[src/rtl/smt_commit_pick.sv]
module smt_commit_pick #(
  parameter int NTHR = 4,
  parameter int SEQW = 16,
  localparam int IW = (NTHR > 1) ? $clog2(NTHR) : 1
) (
  input  logic                 clk,
  input  logic                 rst_n,
  input  logic [1:0]           policy_i,
  input  logic [NTHR*3-1:0]    state_i,
  input  logic [NTHR-1:0]      rob_empty_i,
  input  logic [NTHR-1:0]      head_rdy_i,
  input  logic [NTHR*SEQW-1:0] head_seq_i,
  input  logic                 adv_i,
  output logic                 pick_vld_o,
  output logic [IW-1:0]        pick_tid_o
);

  logic [NTHR-1:0] elig;

  always_comb begin
    for (int t = 0; t < NTHR; t++) begin
      elig[t] = (state_i[t*3 +: 3] == 3'd0) || (state_i[t*3 +: 3] == 3'd1) ||
                (state_i[t*3 +: 3] == 3'd4);
    end
  end

  generate
    if (NTHR == 1) begin : g_single
      assign pick_vld_o = elig[0];
      assign pick_tid_o = '0;

      p_single_r9: assert property (@(posedge clk) disable iff (!rst_n)
        pick_vld_o == (state_i[2:0] inside {3'd0, 3'd1, 3'd4}));
    end else begin : g_multi
      logic [IW-1:0] order_q [NTHR];
      logic          rr_vld, old_vld;
      logic [IW-1:0] rr_pos, rr_tid, old_tid;
      logic [SEQW-1:0] old_seq;
      logic          rotate;

      always_comb begin
        rr_vld = 1'b0;
        rr_pos = '0;
        for (int k = 0; k < NTHR; k++) begin
          if (!rr_vld && elig[order_q[k]] && head_rdy_i[order_q[k]]) begin
            rr_vld = 1'b1;
            rr_pos = IW'(k);
          end
        end
      end
      assign rr_tid = order_q[rr_pos];

      always_comb begin
        old_vld = 1'b0;
        old_tid = '0;
        old_seq = '0;
        for (int t = 0; t < NTHR; t++) begin
          if (elig[t] && !rob_empty_i[t] && head_rdy_i[t] &&
              (!old_vld || head_seq_i[t*SEQW +: SEQW] < old_seq)) begin
            old_vld = 1'b1;
            old_tid = IW'(t);
            old_seq = head_seq_i[t*SEQW +: SEQW];
          end
        end
      end

      assign pick_vld_o = (policy_i == 2'd0) ? rr_vld : old_vld;
      assign pick_tid_o = (policy_i == 2'd0) ? rr_tid : old_tid;
      assign rotate     = adv_i && rr_vld && (policy_i == 2'd0);

      always_ff @(posedge clk or negedge rst_n) begin
        if (!rst_n) begin
          for (int k = 0; k < NTHR; k++) order_q[k] <= IW'(k);
        end else if (rotate) begin
          for (int k = 0; k < NTHR - 1; k++) begin
            if (k >= int'(rr_pos)) order_q[k] <= order_q[k+1];
          end
          order_q[NTHR-1] <= rr_tid;
        end
      end

      logic [NTHR*IW-1:0] order_flat;
      logic [NTHR-1:0]    seen;
      always_comb begin
        seen = '0;
        for (int k = 0; k < NTHR; k++) begin
          order_flat[k*IW +: IW] = order_q[k];
          seen[order_q[k]] = 1'b1;
        end
      end

      p_elig_r1: assert property (@(posedge clk) disable iff (!rst_n)
        pick_vld_o |-> (state_i[pick_tid_o*3 +: 3] inside {3'd0, 3'd1, 3'd4}));
      p_ready_r2: assert property (@(posedge clk) disable iff (!rst_n)
        pick_vld_o |-> head_rdy_i[pick_tid_o]);
      p_back_r3: assert property (@(posedge clk) disable iff (!rst_n)
        (adv_i && pick_vld_o && policy_i == 2'd0) |=> order_q[NTHR-1] == $past(pick_tid_o));
      p_hold_r4: assert property (@(posedge clk) disable iff (!rst_n)
        !(adv_i && pick_vld_o && policy_i == 2'd0) |=> $stable(order_flat));
      p_nonempty_r5: assert property (@(posedge clk) disable iff (!rst_n)
        (pick_vld_o && policy_i != 2'd0) |-> !rob_empty_i[pick_tid_o]);
      p_perm_r8: assert property (@(posedge clk) disable iff (!rst_n)
        $countones(seen) == NTHR);
    end
  endgenerate

endmodule

[config.mk]
export PLATFORM = sky130hd
export DESIGN_NAME = smt_commit_pick
export DESIGN_NICKNAME = d
export VERILOG_FILES = /design/src/rtl/smt_commit_pick.sv
export SDC_FILE = /design/constraint.sdc
export NUM_CORES = 1
export LEC_CHECK = 0
export ABC_CLOCK_PERIOD_IN_PS = 5900
export BUFFER_PORTS_ARGS = -buffer_cell sky130_fd_sc_hd__buf_2
export CORE_ASPECT_RATIO = 1.25
export CORE_MARGIN = 8
export CORE_UTILIZATION = 45
export DETAILED_ROUTE_END_ITERATION = 16
export GPL_TIMING_DRIVEN = 0
export HOLD_SLACK_MARGIN = 0.05
export PLACE_DENSITY = 0.83
export SLEW_MARGIN = 20
export SYNTH_ARGS = -nofsm -noshare
export SYNTH_HDL_FRONTEND = slang
export SYNTH_SLANG_ARGS = --single-unit
[constraint.sdc]
create_clock -name clk -period 5.9 [get_ports clk]
set_input_delay 0.295 -clock clk [delete_from_list [all_inputs] [get_ports clk]]
set_output_delay 0.295 -clock clk [all_outputs]
set_load 0.1 [all_outputs]
==> impl_results.md <==
* Outcome: finished with violations
* Failing checks: setup timing
* Worst path bufs/invs at 6
* PwrDens at around 110 nW/um^2
* Max-cap violations at 0
* Cell Rows at 28
* P_leak at 1.53 nW
* Avg Synthesized Cell Area at ~7.6 sq um
* WL final at 8240 um
* 1st-pass router iterations at 4
* Synth area leaders: ha_1, nor2_1, a21oi_1
* Bufs on Longest Clock Path at 2
* Fraction of layout cells with a size suffix above 1 at between 40% and 50%
* Placed Area at between 2000 and 3000 sq um
* Combinational Power Share at 66.2%
* Initial antenna violation count at 0
* TritonCTS clock tree: yes
* IO buf count at 91
* Slew Viols, Final at 0
* Hold Crit Class: input port to asynchronous set/reset pin
* Flop pwr share at about 16%
* Wire length on met2 at around 4400 um
* Crit-path most repeated cell: o21ai_1
* Largest stage delay on the critical path at around 330 ps
* CP max-delay cell: nor4bb_4
* Part of the cycle the worst path needs at 106%
* Number of synthesized register bits at 8
* Metal-1 WL at between 3000 and 4000 um
* FMAX at roughly 0.16 GHz
* Sequential share of the synthesized area at 9.47%
* Switching Share at 40.9%
* Largest net degree at the start of global routing at 11
* CORE AREA at between 4000 and 5000 sq um
* Post-route setup slack at -358 ps
* Drt wl/cell at 17.7 um
* NumNets Final at ~540
* Slew margin rel. at about 40%
* Ys async rst share at 100%
* CTS Sinks at 8
* Drt drc at 0
* IO Count at 92
* RSZ-0062 raised after global routing: true
* Area leader, netlist: ha_1
* Top cell type's share of synthesized area at 26.0%
* Vias in the first global route at between 2,000 and 3,000
* CP max FO at 6
* Final setup violation count at 2
* Synthesized Nets at 420
* Global-route wire length before repair at roughly 12,000 um
* Total Power at around 380 uW
* Ant. Diodes at 0
* Final ANT Viol Nets at 0
* Met3 WL at around 510 um
* Clock share of power at between 10% and 20%
* Worst Setup Slack post-DPL at -760 ps
* Overall Global Routing Usage at 19.9%
* Initial Utilization at a little under half
* EDFF count, synth at 0
* Util after Layout at about 72%
* Critical path launch point type: input port
* Clk slew on worst S/H paths at 40 ps
* Via Count at roughly 2,800
* Worst Clk Skew at 0.848 ps
* Htree depth at 1
* Die outline height at 93.6 um
* Worst hold margin at 426 ps
* DR iter-0 viols at between 100 and 150
* Clock root buffer master: clkbuf_8
* Pint at around 220 uW
* Max layer used: met4
* CP Data Required Time at 5610 ps
* Synth Flop Type: dfstp_2
* Max reg flops at 8
* Cts bufs inserted at 3
* Maximum VDD drop at 197 uV
* Setup Crit Path Kind: input port to output pin
* Top delay family on crit path: compound AO/OA/AOI/OAI gates
* Min Tclk post-route at 6260 ps
* Worst-Skew Late Latency at roughly 230 ps
* Final instance area at 3400 sq um
* Placer Congestion at around 0.85
* Vias/cell at about 5.9
* CP arrival at roughly 6000 ps
* Post-DP HPWL at approximately 6000 um
* Total gr overflow at 0
* Final hold violation count at 0
* NetSw at 154 uW
* Number of distinct library cells after synthesis at 50
* Die area at between 7000 and 8000 sq um
* Fillers at around 350
* Warning count from the yosys run at 0
* Cells after Synth at 286
* Crit. End Element: output pin
* Worst Tran Pin Value at 896 ps
* Area Overhead vs Synth at 57.0%
* Mapped Area at around 2200 sq um
* Die width at 78.1 um
## synthesized netlist by cell type, drive strengths merged, types with 5 or more instances
| master | count |
|---|---|
| ha | 45 |
| nor2 | 44 |
| nand2 | 32 |
| a21oi | 31 |
| a21o | 17 |
| o21ai | 14 |
| inv | 9 |
| a211oi | 7 |
| mux2 | 7 |
| buf | 6 |
| nand2b | 6 |
| nand3 | 5 |
| nand4 | 5 |
## cell families after synthesis
kind of cell,after synthesis,synth area share (%)
buf+inv,18,3.64
compound gates,89,27.0
simple gates,111,24.3
flops,8,9.47
mux,15,9.64
fa+ha+maj,45,26.0
## path summary, 6_finish.rpt
check,startpoint,to,slack [ps],cells after the start
max,state_i[1],pick_tid_o[1],-360,34
min,rst_n,g_multi.order_flat[4]$_DFFE_PN0P_,430,2
max reg2reg,g_multi.order_flat[2]$_DFFE_PN1P_,g_multi.order_flat[6]$_DFFE_PN1P_,3770,6
min reg2reg,g_multi.order_flat[7]$_DFFE_PN1P_,g_multi.order_flat[7]$_DFFE_PN1P_,490,2
max in group asynchronous,rst_n,g_multi.order_flat[2]$_DFFE_PN1P_,5240,2
min in group clk,adv_i,g_multi.order_flat[4]$_DFFE_PN0P_,430,3
## cell type report
class | instances | area, sq um | share of cell area (%)
multi-input cells | 260 | 2230 | 65.4
repair buffers | 116 | 689 | 20.3
flip-flops and latches | 8 | 205 | 6.03
plain buffers | 9 | 128 | 3.75
well taps | 60 | 75.1 | 2.21
clock buffers | 4 | 45.0 | 1.32
inverters | 9 | 33.8 | 0.993
## cell usage in the layout (no fill, tap or decap), types with 6 or more instances in the layout
cell      netlist  final
buf_2           3     90
ha_1           45     36
o21ai_1         6      6
a21oi_2         0     15
buf_6           0      6
nand2_1        32     27
inv_1           8      8
nand2b_1        6      6
a21o_1         17     17
buf_4           2     20
ha_4            0      9
a21oi_1        31     13
nor2_1         43     36
## stage by stage
step,std cells,TNS [ps]
final,466,-650
after global routing,466,-1290
after CTS,455,-387
after detailed placement,437,-1470
after global placement,437,-1230
after floorplan,286,-105
## timing repair
item | in CTS | in global routing
setup endpoints to repair | 2 | 2
gates cloned | 3 | 1
pin swaps | 10 | 9
gates resized for setup | 42 | 18
hold buffers | 1 | 0
endpoints found under the hold margin | 4 | 0
setup buffers | 10 | 10
## routing by layer
metal / up-vias / GRT usage [%]
li1: 1314 / -
met1: 1299 / 20.4
met2: 117 / 38.7
met3: 25 / 3.17
met4: 0 / 7.43
met5: - / 0
## power by group through the flow
| stage | combinational [mW] | clock (mW) | sequential (mW) |
|---|---|---|---|
| after floorplan | 0.128 | 0 | 0.0596 |
| after global placement | 0.187 | 0 | 0.0601 |
| after detailed placement | 0.194 | 0 | 0.0602 |
| after CTS | 0.225 | 0.0702 | 0.0595 |
| after global routing | 0.269 | 0.0739 | 0.0597 |
| final | 0.249 | 0.0677 | 0.0595 |
Power figures use the tool's default switching activity.
